$ cat config.mk
export PLATFORM = sky130hd
export DESIGN_NAME = excvec_gen
export DESIGN_NICKNAME = d
export VERILOG_FILES = /design/src/rtl/excvec_pkg.sv /design/src/rtl/excvec_cfg_regs.sv /design/src/rtl/excvec_addr_calc.sv /design/src/rtl/excvec_out_reg.sv /design/src/rtl/excvec_gen.sv
export SDC_FILE = /design/constraint.sdc
export NUM_CORES = 1
export LEC_CHECK = 0
export ABC_CLOCK_PERIOD_IN_PS = 1800
export BUFFER_PORTS_ARGS = -buffer_cell sky130_fd_sc_hd__buf_2
export CAP_MARGIN = 30
export CORE_MARGIN = 2
export CORE_UTILIZATION = 49
export DETAILED_ROUTE_END_ITERATION = 8
export PLACE_DENSITY_LB_ADDON = 0.15
export SETUP_SLACK_MARGIN = 0.2
export SLEW_MARGIN = 25
export SYNTH_ARGS = -nofsm -noshare
export SYNTH_HDL_FRONTEND = slang
export SYNTH_SLANG_ARGS = --single-unit
$ cat constraint.sdc
create_clock -name clk -period 1.8 [get_ports clk]
set_input_delay 0.36 -clock clk [delete_from_list [all_inputs] [get_ports clk]]
set_output_delay 0.36 -clock clk [all_outputs]
set_load 0.01 [all_outputs]
$ cat src/rtl/excvec_pkg.sv
`timescale 1ns/1ps
package excvec_pkg;
  localparam int unsigned VEC_W       = 32;
  localparam int unsigned CODE_W      = 5;
  localparam int unsigned CONV_SHIFT  = 8;
  localparam int unsigned RELOC_SHIFT = 3;

  typedef logic [VEC_W-1:0]  vec_t;
  typedef logic [CODE_W-1:0] code_t;

  typedef enum logic [1:0] {
    SEL_PREFIX  = 2'd0,
    SEL_RELOC   = 2'd1,
    SEL_TABLE   = 2'd2,
    SEL_MEMBASE = 2'd3
  } cfg_sel_e;

  localparam vec_t CONV_HIGH_BASE = 32'hFFF0_0000;

  // Conventional layout: fixed base, 256-byte spacing.
  function automatic vec_t conv_vec(input logic prefix, input code_t code);
    vec_t base;
    base = prefix ? CONV_HIGH_BASE : '0;
    return base + (vec_t'(code) << CONV_SHIFT);
  endfunction

  // Table base for the single-bit select variant.
  function automatic vec_t tbase_1b(input logic sel);
    return sel ? 32'h0000_8000 : 32'h0000_0000;
  endfunction

  // Table base for the two-bit select variant.
  function automatic vec_t tbase_2b(input logic [1:0] sel);
    vec_t r;
    case (sel)
      2'b00:   r = 32'h0000_0000;
      2'b01:   r = 32'h0001_0000;
      2'b10:   r = 32'h0008_0000;
      default: r = 32'h003F_E000;
    endcase
    return r;
  endfunction

  // Relocated layout: window + table base, 8-byte spacing.
  function automatic vec_t reloc_vec(input vec_t window, input vec_t tbase, input code_t code);
    return window + tbase + (vec_t'(code) << RELOC_SHIFT);
  endfunction
endpackage

$ cat src/rtl/excvec_cfg_regs.sv
`timescale 1ns/1ps
module excvec_cfg_regs
  import excvec_pkg::*;
#(
  parameter int unsigned OFF_W  = 1,
  parameter int unsigned MB_W   = 3,
  parameter int unsigned DATA_W = 3
) (
  input  logic              clk,
  input  logic              rst_n,
  input  logic              cfg_we,
  input  logic [1:0]        cfg_sel,
  input  logic [DATA_W-1:0] cfg_wdata,
  input  logic              sysreset_take,
  output logic              prefix_q,
  output logic              reloc_q,
  output logic [OFF_W-1:0]  tsel_q,
  output logic [MB_W-1:0]   membase_q
);
  logic wr_prefix, wr_reloc, wr_tsel, wr_membase;

  assign wr_prefix  = cfg_we && (cfg_sel_e'(cfg_sel) == SEL_PREFIX);
  assign wr_reloc   = cfg_we && (cfg_sel_e'(cfg_sel) == SEL_RELOC);
  assign wr_tsel    = cfg_we && (cfg_sel_e'(cfg_sel) == SEL_TABLE);
  assign wr_membase = cfg_we && (cfg_sel_e'(cfg_sel) == SEL_MEMBASE);

  always_ff @(posedge clk or negedge rst_n) begin
    if (!rst_n) begin
      prefix_q  <= 1'b1;
      reloc_q   <= 1'b0;
      membase_q <= '0;
    end else begin
      if (wr_prefix)  prefix_q  <= cfg_wdata[0];
      if (wr_reloc)   reloc_q   <= cfg_wdata[0];
      if (wr_membase) membase_q <= cfg_wdata[MB_W-1:0];
    end
  end

  // The system-reset clear takes priority over a same-cycle write.
  always_ff @(posedge clk or negedge rst_n) begin
    if (!rst_n)             tsel_q <= '0;
    else if (sysreset_take) tsel_q <= '0;
    else if (wr_tsel)       tsel_q <= cfg_wdata[OFF_W-1:0];
  end


  tsel_clear_chk: assert property (@(posedge clk) disable iff (!rst_n)
    sysreset_take |=> (tsel_q == '0));


  cfg_hold_chk: assert property (@(posedge clk) disable iff (!rst_n)
    !cfg_we |=> ($stable(prefix_q) && $stable(reloc_q) && $stable(membase_q)));


  prefix_write_chk: assert property (@(posedge clk) disable iff (!rst_n)
    (cfg_we && cfg_sel == 2'd0) |=> (prefix_q == $past(cfg_wdata[0])));
endmodule

$ cat src/rtl/excvec_addr_calc.sv
`timescale 1ns/1ps
module excvec_addr_calc
  import excvec_pkg::*;
#(
  parameter int unsigned OFF_W    = 1,
  parameter int unsigned MB_W     = 3,
  parameter int unsigned MB_SHIFT = 22
) (
  input  logic             prefix,
  input  logic             reloc_en,
  input  logic [OFF_W-1:0] tsel,
  input  logic [MB_W-1:0]  membase,
  input  code_t            code,
  input  logic             sysreset,
  output vec_t             next_addr,
  output logic             reloc_active
);
  logic [OFF_W-1:0] eff_tsel;
  vec_t             tbase;
  vec_t             window;

  assign reloc_active = prefix && reloc_en;
  assign eff_tsel     = sysreset ? '0 : tsel;
  assign window       = vec_t'(membase) << MB_SHIFT;

  generate
    if (OFF_W == 1) begin : g_tsel_1b
      assign tbase = tbase_1b(eff_tsel[0]);
    end else begin : g_tsel_2b
      assign tbase = tbase_2b(eff_tsel[1:0]);
    end
  endgenerate

  always_comb begin
    if (reloc_active) next_addr = reloc_vec(window, tbase, code);
    else              next_addr = conv_vec(prefix, code);
  end
endmodule

$ cat src/rtl/excvec_out_reg.sv
`timescale 1ns/1ps
module excvec_out_reg
  import excvec_pkg::*;
(
  input  logic clk,
  input  logic rst_n,
  input  logic take,
  input  vec_t next_addr,
  output vec_t vec_addr,
  output logic vec_valid
);
  always_ff @(posedge clk or negedge rst_n) begin
    if (!rst_n) begin
      vec_addr  <= '0;
      vec_valid <= 1'b0;
    end else begin
      vec_valid <= take;
      if (take) vec_addr <= next_addr;
    end
  end


  valid_pulse_chk: assert property (@(posedge clk) disable iff (!rst_n)
    take |=> vec_valid);


  valid_idle_chk: assert property (@(posedge clk) disable iff (!rst_n)
    !take |=> !vec_valid);


  addr_hold_chk: assert property (@(posedge clk) disable iff (!rst_n)
    !take |=> $stable(vec_addr));
endmodule

$ cat src/rtl/excvec_gen.sv
`timescale 1ns/1ps
module excvec_gen
  import excvec_pkg::*;
#(
  parameter int unsigned OFF_W    = 1,
  parameter int unsigned MB_W     = 3,
  parameter int unsigned MB_SHIFT = 22,
  localparam int unsigned CFG_W   = (MB_W > OFF_W) ? MB_W : OFF_W
) (
  input  logic              clk,
  input  logic              rst_n,
  input  logic              cfg_we,
  input  logic [1:0]        cfg_sel,
  input  logic [CFG_W-1:0]  cfg_wdata,
  input  logic              exc_take,
  input  logic [4:0]        exc_code,
  input  logic              exc_sysreset,
  output logic [31:0]       vec_addr,
  output logic              vec_valid
);
  logic             sysreset_take;
  logic             prefix_q, reloc_q;
  logic [OFF_W-1:0] tsel_q;
  logic [MB_W-1:0]  membase_q;
  vec_t             next_addr;
  logic             reloc_active;

  assign sysreset_take = exc_take && exc_sysreset;

  excvec_cfg_regs #(.OFF_W(OFF_W), .MB_W(MB_W), .DATA_W(CFG_W)) u_regs (
    .clk(clk), .rst_n(rst_n), .cfg_we(cfg_we), .cfg_sel(cfg_sel),
    .cfg_wdata(cfg_wdata), .sysreset_take(sysreset_take),
    .prefix_q(prefix_q), .reloc_q(reloc_q), .tsel_q(tsel_q), .membase_q(membase_q)
  );

  excvec_addr_calc #(.OFF_W(OFF_W), .MB_W(MB_W), .MB_SHIFT(MB_SHIFT)) u_calc (
    .prefix(prefix_q), .reloc_en(reloc_q), .tsel(tsel_q), .membase(membase_q),
    .code(exc_code), .sysreset(exc_sysreset),
    .next_addr(next_addr), .reloc_active(reloc_active)
  );

  excvec_out_reg u_out (
    .clk(clk), .rst_n(rst_n), .take(exc_take), .next_addr(next_addr),
    .vec_addr(vec_addr), .vec_valid(vec_valid)
  );


  conv_spacing_chk: assert property (@(posedge clk) disable iff (!rst_n)
    (exc_take && !reloc_active) |=> (vec_addr[12:0] == {$past(exc_code), 8'h00}));


  low_base_chk: assert property (@(posedge clk) disable iff (!rst_n)
    (exc_take && !prefix_q) |=> (vec_addr[31:13] == '0));


  reloc_spacing_chk: assert property (@(posedge clk) disable iff (!rst_n)
    (exc_take && reloc_active) |=> (vec_addr[7:0] == {$past(exc_code), 3'b000}));
endmodule

; ---- Word level (Yosys, flattened, before mapping)
; Index checks and enable logic that the tools add are counted.
[word_totals]
reg_bits = 39
elab_cells = 26
in_bits = 15
[classes]
n_eq_ne = 3
n_reduce_logical = 8
mux = 6
addsub = 3
[ops]
columns = cell, n
row1 = two-way mux 32 bit, 2
row2 = adder 25 x 32 -> 32 bit, 1
row3 = adder 32 x 13 -> 32 bit, 1
row4 = adder 32 x 8 -> 32 bit, 1
row5 = two-way mux 16 bit, 1
row6 = logical AND 1 bit, 6
row7 = "equality test 2 bit, second input constant", 2
row8 = two-way mux 1 bit, 3
row9 = "equality test 2 x 1 -> 1 bit, second input constant", 1
row10 = zero test 2 bit, 1
row11 = nonzero test 2 bit, 1

; ---- Longest topological paths before layout
[depth]
depth_word = 5
mapped_depth = 4

; ---- Cells and area by module
; A second synthesis with hierarchy kept.
[unflattened]
cells_unflattened = 126
area_unflattened_um2 = 1899.3
[modules_own_cells]
columns = mod, area_per_inst_um2, n_inst, cells_each, seq_area_each_um2
row1 = excvec_out_reg, 1370.1, 1, 69, 825.8
row2 = excvec_addr_calc, 265.3, 1, 38, 0.0
row3 = excvec_cfg_regs, 257.7, 1, 18, 151.4
row4 = excvec_gen, 6.3, 1, 1, 0.0

; ---- Worst setup path after synthesis
; No wires, ideal clock.
[synth_path]
path_type = register to output
start = reg, netlist name u_out.vec_addr[30]
end = out vec_addr[21]
required_time_ps = 1440
setup_slack_ps = 777
path_stages_with_launch = 2
t_arrival_ps = 663
path_cell_list = dfrtp_1 buf_4
[synth_lines]
columns = element, line
row1 = to (decl), excvec_gen.sv:18  ; output logic [31:0] vec_addr,

==> impl_metrics.yaml <==
finish:
  final_area_sq_um: 1190
  mostFrequentLayoutCells: "38 x buf_2, 21 x dfrtp_1, 12 x inv_1"
  final_common_cell: "buf_2"
  drive_gt1_share_pct: 39.4
  nFillCells: 206
  area_growth_pct: 12.7
  antennaDiodeCount: 0
  fin_util_pct: 59.3
  fin_nets: 143
global_route:
  met3_usage_pct: 3.57
  grt_max_degree: 29
  grt_pass1_vias: 622
  antenna_found_initial: 0
  grt_use_met1_pct: 17.7
  gr-usage-met2_pct: 24.3
  busiest_layer: "met2"
  groute.usage.overall_pct: 14.6
  grt.overflow.total: 0
  grt_pass1_wl_mm: 2.79
placement:
  place.gp.congestion: 0.695
  post-dp-hpwl_mm: 1.24
  pre_cts_ws_ps: 525
  io_buffers: 38
  dpl_cell_area_sq_um: 1150
clocking:
  cts_hold_buf: 0
  clk_latency_ps: 300
  cts_tree: "done"
  post_cts_buffers: 0
  clock_sinks: 22
  cts-root-buf: "clkbuf_4"
  clk_pin_slew_ps: 110
  cts_resized: 0
  htreeDepth: 1
  cts_buffers: 3
  cts.path.max_buffers: 2
synth:
  ys_seq_elements: 22
  synth_area_leaders: "dfrtp_1 50%, buf_4 13%, mux2_2 6.4%"
  synth_compound_area_share_pct: 11.3
  synth_cells: 98
  synth_top_family_by_area: "buffers and inverters"
  synth.area.mux_share_pct: 6.41
  syn_area_sq_um: 1050
  synth_xor_area_share_pct: 0
  yosys_warnings: 0
  syn-mean-instance-area_sq_um: 10.8
  ys.flop_type: "dfrtp_1"
  yosys.area.top_type: "dfrtp_1"
  synth_cell_type_count: 22
  seq_area_frac_synth_pct: 52.4
  synth_top_area_share_pct: 49.9
  synth_edf_count: 0
  synth-simple-area-share_pct: 10.5
  synthAdderAreaFrac_pct: 0
  async_reset_ff_share_pct: 100
timing:
  period_share_pct: 73.0
  clock.fmax_ghz: 0.761
  rsz0062_at_grt: "false"
  worst_clock_skew_ps: 1.75
  timing.hold.ws_ps: -6.21
  fin_crit_ps: 1310
  timing.final.ws_setup_ps: 486
  slew_viol_final: 0
  finalHoldViolCount: 21
  final.setup.tns_ps: 0
  setup_viol: 0
die:
  core_area_sq_um: 2000
  placementRows: 16
  die_w_um: 50.4
  die_area_sq_um: 2540
  initial_utilization_pct: 52.6
  io_pins: 48
  die_h_um: 50.4
drt:
  ant_nets: 0
  drcViolationCount: 0
  wl_per_cell_um: 10.8
  vias: 709
  dr.pass1.iters: 4
  routed_wl_mm: 1.66
  drtIter0Drc: 8
  via_per_inst: 4.60
critical_path:
  slowest_delay_ps: 470
  startpoint: "u_out.vec_addr[30]"
  r2r_slack_ps: 670
  crit_chain: "buf_2"
  critPathMaxFanout: 10
  crit_path_end_kind: "primary output"
  worstSetupPathType: "reg -> out"
  cpLargestDelayFamily: "flip-flops"
  critPathBufInv: 1
  worstReg2RegEnd: "u_out.vec_addr[15]"
  endpoint: "vec_addr[25]"
  crit_path_start_kind: "flop"
  crit_arrival_ps: 950
  cp_slowest_cell: "dfrtp_1"
  crit_cells: 1
  r2r_cells: 2
  worstPathRequired_ps: 1440
  r2r_start: "u_regs.prefix_q"
pwr:
  powerDensity_nw_per_um2: 977
  vdd_drop_max_uv: 673
  leakage_nw: 0.636
run:
  maxCapViolCount: 0
run_status:
  violations: "negative hold slack"
  status: "finished with violations"
min_path:
  min_path_type: "in -> async"
[cells by family after synthesis]
group           Yosys count
compound gates           17
buf+inv                  33
flops                    22
mux                       6
other cells               1
simple gates             19
[through the flow]
| step | power (mW) | cells |
|---|---|---|
| floorplan | 0.853 | 106 |
| global placement | 0.905 | 150 |
| detailed placement | 0.914 | 150 |
| CTS | 1.18 | 154 |
| global route | 1.24 | 154 |
| finish | 1.16 | 154 |
[synthesized netlist by cell type (2+ instances only)]
master	n
dfrtp_1	21
buf_4	18
inv_1	12
o22ai_1	10
mux2_2	6
nand2_1	6
nor2b_1	4
nand3b_1	3
a21boi_0	2
a31o_1	2
buf_2	2
or2b_1	2
[layer usage]
| metal | up-vias | wire (um) | share of wire (%) |
|---|---|---|---|
| met4 | 0 | 18 | 1.1 |
| met5 | - | 0 | 0 |
| met1 | 319 | 714 | 43 |
| met3 | 2 | 151 | 9.1 |
| met2 | 33 | 776 | 47 |
| li1 | 355 | - | - |
[flip-flops by register name, summed over array words and instances, names as in the netlist]
name	cells
u_regs.membase_q	3
u_regs.tsel_q	1
u_regs.prefix_q	1
u_regs.reloc_q	1
u_out.vec_addr	15
u_out.vec_valid	1
[cell type report]
type,count,area [sq um],share of cell area (%)
timing repair buffer,38,190,16.0
sequential,22,552,46.5
inverter,12,45.0,3.79
clock buffer,4,36.3,3.06
multi-input combinational,51,330,27.8
tap,27,33.8,2.85
[how the worst min path moves through the flow]
stage | from | end | slack (ps) | cells past startpoint
3_5_place_dp | rst_n | u_out.vec_valid | 350 | 1
4_1_cts | rst_n | u_out.vec_addr[10] | 1 | 1
5_1_grt | rst_n | u_out.vec_addr[8] | 10 | 1
3_3_place_gp | rst_n | u_out.vec_valid | 350 | 1
2_1_floorplan | rst_n | u_out.vec_addr[10] | 60 | 0
6_report | rst_n | u_out.vec_addr[30] | -6 | 1
[power breakdown]
group          total [mW]  internal, mW  switching [mW]
Combinational       0.282         0.133           0.149
Sequential          0.615         0.568          0.0472
Clock               0.263         0.123           0.140
(Power assumes the default switching activity.)
